$ cat src/rtl/clkgen_pwrseq_pkg.sv
package clkgen_pwrseq_pkg;
    typedef enum logic [1:0] {
        SEQ_RUN     = 2'd0,
        SEQ_PARK    = 2'd1,
        SEQ_OSC_OFF = 2'd2,
        SEQ_WAKE    = 2'd3
    } seq_state_e;
endpackage

$ cat src/rtl/clkgen_pd_sync.sv
module clkgen_pd_sync #(
    parameter int STAGES = 2
) (
    input  logic clk,
    input  logic rst_n,
    input  logic async_in,
    output logic sync_out
);
    logic [STAGES-1:0] chain_q;

    genvar gi;
    generate
        for (gi = 0; gi < STAGES; gi++) begin : g_stage
            if (gi == 0) begin : g_first
                always_ff @(posedge clk or negedge rst_n) begin
                    if (!rst_n) chain_q[gi] <= 1'b1;
                    else        chain_q[gi] <= async_in;
                end
            end else begin : g_next
                always_ff @(posedge clk or negedge rst_n) begin
                    if (!rst_n) chain_q[gi] <= 1'b1;
                    else        chain_q[gi] <= chain_q[gi-1];
                end
            end
        end
    endgenerate

    assign sync_out = chain_q[STAGES-1];
endmodule

$ cat src/rtl/clkgen_strap_capture.sv
module clkgen_strap_capture (
    input  logic clk,
    input  logic rst_n,
    input  logic strap_fast,
    input  logic strap_spread_n,
    output logic fast_lat,
    output logic spread_lat
);
    logic open_q;

    always_ff @(posedge clk or negedge rst_n) begin
        if (!rst_n) begin
            open_q     <= 1'b1;
            fast_lat   <= 1'b0;
            spread_lat <= 1'b0;
        end else if (open_q) begin
            open_q     <= 1'b0;
            fast_lat   <= strap_fast;
            spread_lat <= ~strap_spread_n;
        end
    end
endmodule

$ cat src/rtl/clkgen_ratio_sel.sv
module clkgen_ratio_sel #(
    parameter int DIV_W        = 6,
    parameter int CPU_DIV_FAST = 4,
    parameter int CPU_DIV_SLOW = 6,
    parameter int BUS_DIV      = 12,
    parameter int QUARTER_MUL  = 4
) (
    input  logic             clk,
    input  logic             rst_n,
    input  logic             fast,
    input  logic             quarter_n,
    output logic [DIV_W-1:0] cpu_div,
    output logic [DIV_W-1:0] bus_div
);
    localparam logic [DIV_W-1:0] CPU_F  = DIV_W'(CPU_DIV_FAST);
    localparam logic [DIV_W-1:0] CPU_S  = DIV_W'(CPU_DIV_SLOW);
    localparam logic [DIV_W-1:0] CPU_FQ = DIV_W'(CPU_DIV_FAST * QUARTER_MUL);
    localparam logic [DIV_W-1:0] CPU_SQ = DIV_W'(CPU_DIV_SLOW * QUARTER_MUL);
    localparam logic [DIV_W-1:0] BUS_N  = DIV_W'(BUS_DIV);
    localparam logic [DIV_W-1:0] BUS_Q  = DIV_W'(BUS_DIV * QUARTER_MUL);

    logic quarter_q;

    always_ff @(posedge clk or negedge rst_n) begin
        if (!rst_n) quarter_q <= 1'b0;
        else        quarter_q <= ~quarter_n;
    end

    always_comb begin
        unique case ({fast, quarter_q})
            2'b10:   cpu_div = CPU_F;
            2'b11:   cpu_div = CPU_FQ;
            2'b00:   cpu_div = CPU_S;
            default: cpu_div = CPU_SQ;
        endcase
        bus_div = quarter_q ? BUS_Q : BUS_N;
    end
endmodule

$ cat src/rtl/clkgen_pwrseq.sv
module clkgen_pwrseq
    import clkgen_pwrseq_pkg::*;
#(
    parameter int SYNC_STAGES  = 2,
    parameter int PARK_CYCLES  = 2,
    parameter int WAKE_CYCLES  = 750000,
    parameter int DIV_W        = 6,
    parameter int CPU_DIV_FAST = 4,
    parameter int CPU_DIV_SLOW = 6,
    parameter int BUS_DIV      = 12,
    parameter int QUARTER_MUL  = 4
) (
    input  logic             clk,
    input  logic             rst_n,
    input  logic             pwrdn_n,
    input  logic             cpu_hold_n,
    input  logic             bus_hold_n,
    input  logic             quarter_n,
    input  logic             strap_fast,
    input  logic             strap_spread_n,
    output logic             cpu_clk_en,
    output logic             bus_clk_en,
    output logic             ref_clk_en,
    output logic             osc_en,
    output logic             pll_en,
    output logic             spread_en,
    output logic [DIV_W-1:0] cpu_div,
    output logic [DIV_W-1:0] bus_div,
    output logic [1:0]       seq_state
);
    localparam int CNT_MAX = (WAKE_CYCLES > PARK_CYCLES) ? WAKE_CYCLES : PARK_CYCLES;
    localparam int CNT_W   = $clog2(CNT_MAX + 1);
    localparam logic [CNT_W-1:0] PARK_LAST = CNT_W'(PARK_CYCLES - 1);
    localparam logic [CNT_W-1:0] WAKE_LAST = CNT_W'(WAKE_CYCLES - 1);

    seq_state_e       state_q, state_nx;
    logic [CNT_W-1:0] cnt_q, cnt_nx;
    logic             pd_sync, pd_req, run_ok, fast_lat;

    clkgen_pd_sync #(.STAGES(SYNC_STAGES)) u_sync (
        .clk      (clk),
        .rst_n    (rst_n),
        .async_in (pwrdn_n),
        .sync_out (pd_sync)
    );
    assign pd_req = ~pd_sync;

    clkgen_strap_capture u_straps (
        .clk            (clk),
        .rst_n          (rst_n),
        .strap_fast     (strap_fast),
        .strap_spread_n (strap_spread_n),
        .fast_lat       (fast_lat),
        .spread_lat     (spread_en)
    );

    clkgen_ratio_sel #(
        .DIV_W        (DIV_W),
        .CPU_DIV_FAST (CPU_DIV_FAST),
        .CPU_DIV_SLOW (CPU_DIV_SLOW),
        .BUS_DIV      (BUS_DIV),
        .QUARTER_MUL  (QUARTER_MUL)
    ) u_ratio (
        .clk       (clk),
        .rst_n     (rst_n),
        .fast      (fast_lat),
        .quarter_n (quarter_n),
        .cpu_div   (cpu_div),
        .bus_div   (bus_div)
    );

    // State register: reset enters WAKE so power-on follows the wake path.
    always_ff @(posedge clk or negedge rst_n) begin
        if (!rst_n) begin
            state_q <= SEQ_WAKE;
            cnt_q   <= '0;
        end else begin
            state_q <= state_nx;
            cnt_q   <= cnt_nx;
        end
    end

    always_comb begin
        state_nx = state_q;
        cnt_nx   = cnt_q;
        unique case (state_q)
            SEQ_RUN: begin
                if (pd_req) begin
                    state_nx = SEQ_PARK;
                    cnt_nx   = '0;
                end
            end
            SEQ_PARK: begin
                if (cnt_q == PARK_LAST) begin
                    state_nx = SEQ_OSC_OFF;
                    cnt_nx   = '0;
                end else begin
                    cnt_nx = cnt_q + 1'b1;
                end
            end
            SEQ_OSC_OFF: begin
                if (!pd_req) begin
                    state_nx = SEQ_WAKE;
                    cnt_nx   = '0;
                end
            end
            SEQ_WAKE: begin
                if (pd_req) begin
                    state_nx = SEQ_OSC_OFF;
                    cnt_nx   = '0;
                end else if (cnt_q == WAKE_LAST) begin
                    state_nx = SEQ_RUN;
                    cnt_nx   = '0;
                end else begin
                    cnt_nx = cnt_q + 1'b1;
                end
            end
            default: begin
                state_nx = SEQ_WAKE;
                cnt_nx   = '0;
            end
        endcase
    end

    // Output decode: gates drop as soon as the synchronized request appears.
    always_comb begin
        osc_en = 1'b1;
        pll_en = 1'b1;
        run_ok = 1'b0;
        unique case (state_q)
            SEQ_RUN:     run_ok = ~pd_req;
            SEQ_PARK:    run_ok = 1'b0;
            SEQ_OSC_OFF: begin
                osc_en = 1'b0;
                pll_en = 1'b0;
            end
            SEQ_WAKE:    run_ok = 1'b0;
            default:     run_ok = 1'b0;
        endcase
        cpu_clk_en = run_ok & cpu_hold_n;
        bus_clk_en = run_ok & bus_hold_n;
        ref_clk_en = run_ok;
        seq_state  = state_q;
    end
endmodule

$ cat config.mk
export PLATFORM = sky130hd
export DESIGN_NAME = clkgen_pwrseq
export DESIGN_NICKNAME = d
export VERILOG_FILES = /design/src/rtl/clkgen_pwrseq_pkg.sv /design/src/rtl/clkgen_pd_sync.sv /design/src/rtl/clkgen_strap_capture.sv /design/src/rtl/clkgen_ratio_sel.sv /design/src/rtl/clkgen_pwrseq.sv
export SDC_FILE = /design/constraint.sdc
export NUM_CORES = 1
export LEC_CHECK = 0
export BUFFER_PORTS_ARGS = -buffer_cell sky130_fd_sc_hd__buf_2
export CORE_ASPECT_RATIO = 1.5
export CORE_MARGIN = 8
export CORE_UTILIZATION = 35
export DETAILED_ROUTE_END_ITERATION = 8
export PLACE_DENSITY = 0.53
export SETUP_SLACK_MARGIN = 0.3
export SKIP_CTS_REPAIR_TIMING = 1
export SLEW_MARGIN = 20
export SYNTH_ARGS = -nofsm -noshare
export SYNTH_HDL_FRONTEND = slang
export SYNTH_SLANG_ARGS = --single-unit
$ cat constraint.sdc
create_clock -name clk -period 2.83 [get_ports clk]
set_input_delay 0.283 -clock clk [delete_from_list [all_inputs] [get_ports clk]]
set_output_delay 0.283 -clock clk [all_outputs]
set_load 0.005 [all_outputs]
; ---- Word level (Yosys, flattened, before mapping)
; Cells that the tools add are included.
[classes]
addsub = 1
n_eq_ne = 11
muxes = 16
bitwise_logic = 4
reduce_logical = 4
[ops]
columns = operator, n
row1 = 20-bit two-way mux, 5
row2 = 20-bit one-hot mux with 4 select lines, 1
row3 = 20-bit by 1-bit adder with 20-bit output (second input constant), 1
row4 = 20-bit by 1-bit equality test with 1-bit output (second input constant), 1
row5 = 20-bit equality test (second input constant), 1
row6 = 5-bit one-hot mux with 3 select lines, 1
row7 = 2-bit two-way mux, 5
row8 = 2-bit equality test (second input constant), 4
row9 = 2-bit one-hot mux with 4 select lines, 1
row10 = 6-bit two-way mux, 1
row11 = 2-bit logical NOT, 2
row12 = 2-bit inequality test (second input constant), 2
row13 = 4-bit AND reduction, 1
row14 = 3-bit inequality test (second input constant), 1
row15 = 1-bit AND, 2
row16 = 2-bit by 1-bit equality test with 1-bit output (second input constant), 1
row17 = 1-bit two-way mux, 2
row18 = 2-bit by 1-bit inequality test with 1-bit output (second input constant), 1
row19 = 1-bit NOT, 2
row20 = 2-bit AND reduction, 1
[totals]
register_bits = 28
inputBits = 8
output_inout_bits = 20
word_cells = 44

; ---- Depth between registers and ports, before layout
; Gate-level depths: netlist (run 1).
[logic_depth]
word_depth = 4
depth_mapped = 8
depth_no_buf = 6

; ---- By module
; Synthesis (run 1) repeated with hierarchy kept, for this count alone.
[unflattened]
hier_cells = 196
hier_area_um2 = 1720.4
[by_module_without_submodules]
columns = module, instances, cells_per_inst, area_each_um2, seq_area_each_um2
row1 = clkgen_pwrseq, 1, 172, 1450.1, 553.0
row2 = clkgen_ratio_sel, 1, 15, 108.9, 25.0
row3 = clkgen_strap_capture, 1, 7, 108.9, 76.3
row4 = clkgen_pd_sync, 1, 2, 52.6, 52.6

; ---- Worst setup path before layout (run 1)
; OpenSTA, ideal clock, no wires.
[synth_timing]
path_type = reg-to-reg
from = register cnt_q[2]
to = register cnt_q[14]
setup_time_ps = 126
arrival_ps = 1715
t_required_ps = 2704
setup_slack_ps = 989
stages_incl_launch_ff = 8
n_path_buf = 2
synth_period_minus_slack_ps = 1841
path_cell_list = dfrtp_1 -> buf_6 -> nor4_2 -> nand3_1 -> o311a_1 -> buf_6 -> and4_4 -> a221o_1
[synth_via]
elab_chain_len = 4
elab_cells_between_ends = 7
cone_classes = add/sub (1) / eq/ne (2) / mux (4)
[synth_rtl]
columns = element, line
row1 = from (decl), clkgen_pwrseq.sv:37  ; logic [CNT_W-1:0] cnt_q, cnt_nx;
row2 = from (signal assigned), clkgen_pwrseq.sv:79  ; cnt_q <= cnt_nx;
row3 = 20-bit by 1-bit adder with 20-bit output or 20-bit equality test (tied branches), "clkgen_pwrseq.sv:98, clkgen_pwrseq.sv:115, clkgen_pwrseq.sv:111"
row4 = 20-bit two-way mux, clkgen_pwrseq.sv:111  ; end else if (cnt_q == WAKE_LAST) begin
row5 = 20-bit two-way mux, clkgen_pwrseq.sv:108  ; if (pd_req) begin
row6 = 20-bit one-hot mux with 4 select lines *, clkgen_pwrseq.sv:86  ; unique case (state_q)
; Every way passes the cells marked *; elsewhere a longest branch is shown, timed or not.
; A chain may end at the register's enable or synchronous reset.

; ---- Final worst setup path (run 1)
[layout_timing]
from = register cnt_q[0]
to = register cnt_q[14]
; Same word-level chain as after synthesis.

==> reports/qor.csv, run 1 <==
metric,value,unit
buffer_ports.inserted,23,
status,finished clean,
share_of_cells_above_drive_strength_1,0.198,
start_kind,flip-flop,
yosys_most_used_dff,sky130_fd_sc_hd__dfrtp_1,
worst_path_buf_inv,1,
diodes,0,
worst_ep_arrival,2.52,ns
post-dp-hpwl,3.15,mm
clock-sinks,28,
drc,0,
cellPowerDensity,503,nW/um2
cp_cell_sequence,"ha_1, nand3_1, nor3_1, nand4b_1, buf_4, and4_4, a221o_1",
hold_viol,0,
cp_slowest_cell,sky130_fd_sc_hd__dfrtp_1,
critPathMaxFanout,8,
worst_supply_voltage_drop_on_vdd,0.160,mV
grt_first_pass_wirelength,6.95,mm
design.final.nets,219,
grt.total_usage,0.119,
multiInputGateArea,830,um2
number_of_detailed_route_iterations_in_the_first_pass,4,
via_count,1470,
grt_remaining_overflow,0,
clock_tree.htree_level_count,1,
fmax,426,MHz
fin_hold_ws,0.0176,ns
grt_max_degree,29,
cp.required,3.00,ns
via_count_of_the_first_global_routing_pass,1435,
synth.ff_latch_count,28,
post_synth_num_cell_types,43,
cts.root.buffer_cell,sky130_fd_sc_hd__clkbuf_8,
number_of_enable_flip_flop_cells_after_synthesis,0,
area_growth,8.85,%
synth_top_area_share,0.339,
critPathTopFamily,simple AND/OR/NAND/NOR gates,
initial_antenna_violation_count,0,
tns,0,ns
die_area,7380,um2
worst_clock_skew,0.00788,ns
postLayoutSetupSlackWorst,0.481,ns
post_synth_inst_count,192,
cts-buffers-inserted,3,
yosysMostFrequentCell,sky130_fd_sc_hd__dfrtp_1,
grt_setup_unrepaired,no,
clock_latency,0.28,ns
clkSlewWorstSetupHoldPaths,0.10,ns
i_o_pin_cnt,28,
timing.final.max_slew_violations,0,
period_minus_slack,2.35,ns
finalPower,0.928,mW
power.leakage,0.801,nW
die_height,101,um
std_cell_rows,31,
yosysTopAreaCell,sky130_fd_sc_hd__dfrtp_1,
drv_cap,0,
n_fill_cell,516,
setup_viol,0,
core_area,4730,um2
tritoncts,done,
chipWidth,72.8,um
synth_area_leaders,"sky130_fd_sc_hd__dfrtp_1 (34%), sky130_fd_sc_hd__dfstp_2 (7.7%), sky130_fd_sc_hd__nand3_1 (4.7%), sky130_fd_sc_hd__nand2_1 (4.6%), sky130_fd_sc_hd__buf_4 (4.0%)",
holdCritPathClass,input port to async pin,
detail_route.vias_per_cell,5.38,
final_min_period_over_clock_period,0.830,
initial_utilization,0.359,
final_design_utilization,0.390,
crit_path_max_incr_delay,0.43,ns
post_synthesis_cell_area,1700,um2
ys_top_cells_by_count,"sky130_fd_sc_hd__dfrtp_1 (23), sky130_fd_sc_hd__nand2_1 (21), sky130_fd_sc_hd__nand3_1 (16)",
async_flop_share,1.00,
finalWeightedCongestion,0.919,
antenna_nets_post_route,0,
detail_route.iter0.violations,49,
area.sequential,707,um2
setup.worst_path.end_class,flip-flop,
cts_max_path_buffers,2,
post_synth.cell_area_avg,8.84,um2
worstMarginPinSlew,0.769,ns
dp_worst_setup_slack,0.530,ns
detail_route.wirelength,4.23,mm
number_of_warnings_printed_during_yosys_synthesis,0,
setup.worst_path.class,flip-flop to flip-flop,
synth-seq-area-share,0.417,
average_wire_per_standard_cell,15.5,um
timing.max_slew.rel_slack,0.483,
[cell type report]
| type | instances | share of cell area |
|---|---|---|
| Timing Repair Buffer | 27 | 0.0786 |
| Tap cell | 66 | 0.0447 |
| Multi-Input combinational cell | 138 | 0.449 |
| Inverter | 10 | 0.0203 |
| Clock buffer | 4 | 0.0244 |
| Sequential cell | 28 | 0.383 |
[routing by layer]
metal,track usage,share of wire
met1,0.127,0.40
met2,0.215,0.53
met3,0.0198,0.059
met4,0.0666,0.016
met5,0,0
[power by group]
| group | switching [mW] | internal [mW] | total, mW |
|---|---|---|---|
| Clock | 0.127 | 0.101 | 0.228 |
| Combinational | 0.145 | 0.0861 | 0.231 |
| Sequential | 0.0339 | 0.436 | 0.470 |
| Total | 0.306 | 0.623 | 0.928 |
[sequential cells by signal, summed over array words and instances, names as in the netlist]
register,cells
u_straps.open_q,1
u_sync.sync_out,1
u_straps.fast_lat,1
seq_state,2
u_ratio.quarter_q,1
u_straps.spread_lat,1
cnt_q,20
u_sync.chain_q,1
[metrics by stage]
| stage | instances | area [um2] |
|---|---|---|
| 2_1_floorplan | 196 | 1710 |
| 3_3_place_gp | 269 | 1800 |
| 3_5_place_dp | 269 | 1800 |
| 4_1_cts | 273 | 1850 |
| 5_1_grt | 273 | 1850 |
| 6_report | 273 | 1850 |
[path summary, 6_finish.rpt]
kind / startpoint / endpoint / slack [ns] / cells past startpoint
max in group asynchronous: rst_n / cnt_q[4]$_DFFE_PN0P_ / 2.39 / 1
max: cnt_q[0]$_DFFE_PN0P_ / cnt_q[14]$_DFFE_PN0P_ / 0.48 / 7
min in group clk: pwrdn_n / u_sync.chain_q[0]$_DFF_PN1_ / 0.11 / 1
max reg2reg: cnt_q[0]$_DFFE_PN0P_ / cnt_q[14]$_DFFE_PN0P_ / 0.48 / 7
min reg2reg: u_sync.chain_q[0]$_DFF_PN1_ / u_sync.sync_out$_DFF_PN1_ / 0.36 / 0
min: rst_n / cnt_q[10]$_DFFE_PN0P_ / 0.02 / 1
[cells by family (layout without fill, tap and decap cells)]
group           count (synthesis)  after routing  share of synthesized area
other cells                     1              5                    0.00221
buf+inv                        30             41                      0.103
simple gates                   91             91                      0.291
fa+ha+maj                       3              3                     0.0221
xor+xnor                        1              1                    0.00516
compound gates                 34             34                      0.134
mux                             4              4                     0.0251
flops                          28             28                      0.417
[cell usage in the layout (no fill, tap or decap), types with 3 or more instances in the layout]
cell type,netlist,final
sky130_fd_sc_hd__a31oi_1,10,10
sky130_fd_sc_hd__nor3_1,3,3
sky130_fd_sc_hd__buf_2,4,23
sky130_fd_sc_hd__ha_1,3,3
sky130_fd_sc_hd__nor2_1,10,10
sky130_fd_sc_hd__o31ai_1,3,3
sky130_fd_sc_hd__o21ai_0,6,6
sky130_fd_sc_hd__and3_1,3,3
sky130_fd_sc_hd__conb_1,1,5
sky130_fd_sc_hd__nand3_1,16,16
sky130_fd_sc_hd__a21oi_1,3,3
sky130_fd_sc_hd__buf_4,9,4
sky130_fd_sc_hd__inv_1,10,10
sky130_fd_sc_hd__and2_1,9,9
sky130_fd_sc_hd__dfrtp_1,23,23
sky130_fd_sc_hd__nand4_1,10,10
sky130_fd_sc_hd__nand2b_1,4,4
sky130_fd_sc_hd__dfstp_2,5,5
sky130_fd_sc_hd__nor4_1,4,4
sky130_fd_sc_hd__nand2_1,21,21
sky130_fd_sc_hd__clkbuf_8,0,3
No activity file was read; power rests on OpenSTA's default activity.
==> run 2, diff against run 1 <==
==> constraint.sdc (replaced) <==
create_clock -name clk -period 2.25 [get_ports clk]
set_input_delay 0.225 -clock clk [delete_from_list [all_inputs] [get_ports clk]]
set_output_delay 0.225 -clock clk [all_outputs]
set_load 0.005 [all_outputs]
==> run 2 against run 1 <==
Compared with the run above:
- the run now ends with hold timing left
- clock skew is 0.0045 ns lower
- non-clock buffer count is 14 higher
- highest routed layer unchanged
- combinational power is 51% higher
- sequential power is 27% higher
- clock-buffer cell count stayed put
- die area stayed put
==> reports/qor.csv, run 2 (synthesized netlist as in run 1, its figures left out) <==
metric,value,unit
timing.final.max_slew_violations,0,
cellPowerDensity,625,nW/um2
initial_antenna_violation_count,0,
via_count_of_the_first_global_routing_pass,1433,
hold_viol,23,
timing.max_slew.rel_slack,0.561,
grt_remaining_overflow,0,
initial_utilization,0.359,
finalWeightedCongestion,0.833,
setup_viol,0,
worst_path_buf_inv,1,
status,"complete, but fails checks",
clock_tree.htree_level_count,1,
crit_path_max_incr_delay,0.42,ns
cts-buffers-inserted,3,
worst_supply_voltage_drop_on_vdd,0.207,mV
fmax,524,MHz
dp_worst_setup_slack,0.186,ns
die_area,7380,um2
drv_cap,0,
power.leakage,0.876,nW
cp_cell_sequence,"buf_4, and4_1, and2_2, nand3_1, and3_1, a221o_1",
holdCritPathClass,input port to async pin,
clock_latency,0.28,ns
largest_register_ff_count,20,
average_wire_per_standard_cell,15.6,um
critPathTopFamily,simple AND/OR/NAND/NOR gates,
die_height,101,um
buffer_ports.inserted,23,
failing_checks,hold timing,
chipWidth,72.8,um
critPathMaxFanout,9,
path_depth,6,
core_area,4730,um2
final_min_period_over_clock_period,0.848,
registers.top_by_ff_count,cnt_q,
diodes,0,
design.final.nets,233,
std_cell_rows,31,
tritoncts,done,
via_count,1526,
detail_route.vias_per_cell,5.32,
internal-power,0.827,mW
postLayoutSetupSlackWorst,0.341,ns
seq_power_share,0.484,
layout_commonest_cell,sky130_fd_sc_hd__buf_2,
p_comb_frac,0.281,
reg2regPathDepth,6,
netSwitchingPower,0.412,mW
clock-sinks,28,
grt_max_degree,29,
area_growth,16.7,%
grt.total_usage,0.122,
antenna_nets_post_route,0,
drc,0,
i_o_pin_cnt,28,
worst_ep_arrival,2.08,ns
grt_setup_unrepaired,yes,
mostFrequentLayoutCells,"sky130_fd_sc_hd__buf_2 (23), sky130_fd_sc_hd__nand2_1 (21), sky130_fd_sc_hd__dfrtp_1 (20), sky130_fd_sc_hd__buf_4 (18), sky130_fd_sc_hd__nand3_1 (16)",
cp.required,2.42,ns
worst_clock_skew,0.00338,ns
cp_slowest_cell,sky130_fd_sc_hd__dfrtp_1,
grt_first_pass_wirelength,7.11,mm
worstMarginPinSlew,0.659,ns
detail_route.wirelength,4.48,mm
period_minus_slack,1.91,ns
power.share.switching,0.332,
setup.worst_path.class,flip-flop to flip-flop,
detail_route.iter0.violations,110,
cts.root.buffer_cell,sky130_fd_sc_hd__clkbuf_8,
start_kind,flip-flop,
clkSlewWorstSetupHoldPaths,0.10,ns
setup.worst_path.end_class,flip-flop,
cts_max_path_buffers,2,
share_of_cells_above_drive_strength_1,0.281,
p_clk_frac,0.235,
tns,0,ns
number_of_detailed_route_iterations_in_the_first_pass,4,
post-dp-hpwl,3.28,mm
fin_hold_ws,-0.0352,ns
run 2: layout make-up:
type / instances / area (um2)
Fill cell: 491 / 2750
Multi-Input combinational cell: 138 / 855
Sequential cell: 28 / 711
Timing Repair Buffer: 41 / 250
Tap cell: 66 / 82.6
Clock buffer: 4 / 45.0
Inverter: 10 / 37.5
run 2: worst register-to-register path, delay by kind of cell, from the launching register on:
family,cells,cell delay [ns]
simple gates,4,0.94
flops,1,0.42
compound gates,1,0.26
buf+inv,1,0.18
run 2: power by group through the flow:
stage | clock, mW | combinational (mW) | sequential (mW)
final | 0.291 | 0.348 | 0.599
after global routing | 0.316 | 0.386 | 0.606
after CTS | 0.296 | 0.323 | 0.595
after detailed placement | 0 | 0.322 | 0.605
after global placement | 0 | 0.319 | 0.604
after floorplan | 0 | 0.231 | 0.592
run 2: final timing paths:
check,from,endpoint,slack [ns]
worst max-delay path,cnt_q[2]$_DFFE_PN0P_,cnt_q[11]$_DFFE_PN0P_,0.34
worst min-delay path,rst_n,cnt_q[2]$_DFFE_PN0P_,-0.04
worst max register to register,cnt_q[2]$_DFFE_PN0P_,cnt_q[11]$_DFFE_PN0P_,0.34
worst min register to register,u_sync.chain_q[0]$_DFF_PN1_,u_sync.sync_out$_DFF_PN1_,0.36
max in group asynchronous,rst_n,cnt_q[14]$_DFFE_PN0P_,1.82
min in group clk,pwrdn_n,u_sync.chain_q[0]$_DFF_PN1_,0.04
run 2: per-layer routing:
layer / global-route usage / routed length [um] / part of all wire / vias up
met5: 0 / 0 / 0 / -
met4: 0.0619 / 85 / 0.019 / 0
met3: 0.0139 / 181 / 0.040 / 7
met2: 0.219 / 2310 / 0.52 / 34
met1: 0.137 / 1900 / 0.42 / 743
li1: - / - / - / 742
run 2: through the flow:
stage	utilization	power [mW]	hold WS (ns)	instance area, um2	cells
3_5_place_dp	0.397	0.928	0.290	1880	279
3_3_place_gp	0.397	0.923	0.298	1880	279
2_1_floorplan	-	0.823	-0.0706	1710	196
4_1_cts	0.406	1.21	-0.0126	1920	283
6_report	0.419	1.24	-0.0352	1980	287
5_1_grt	0.419	1.31	0.0170	1980	287
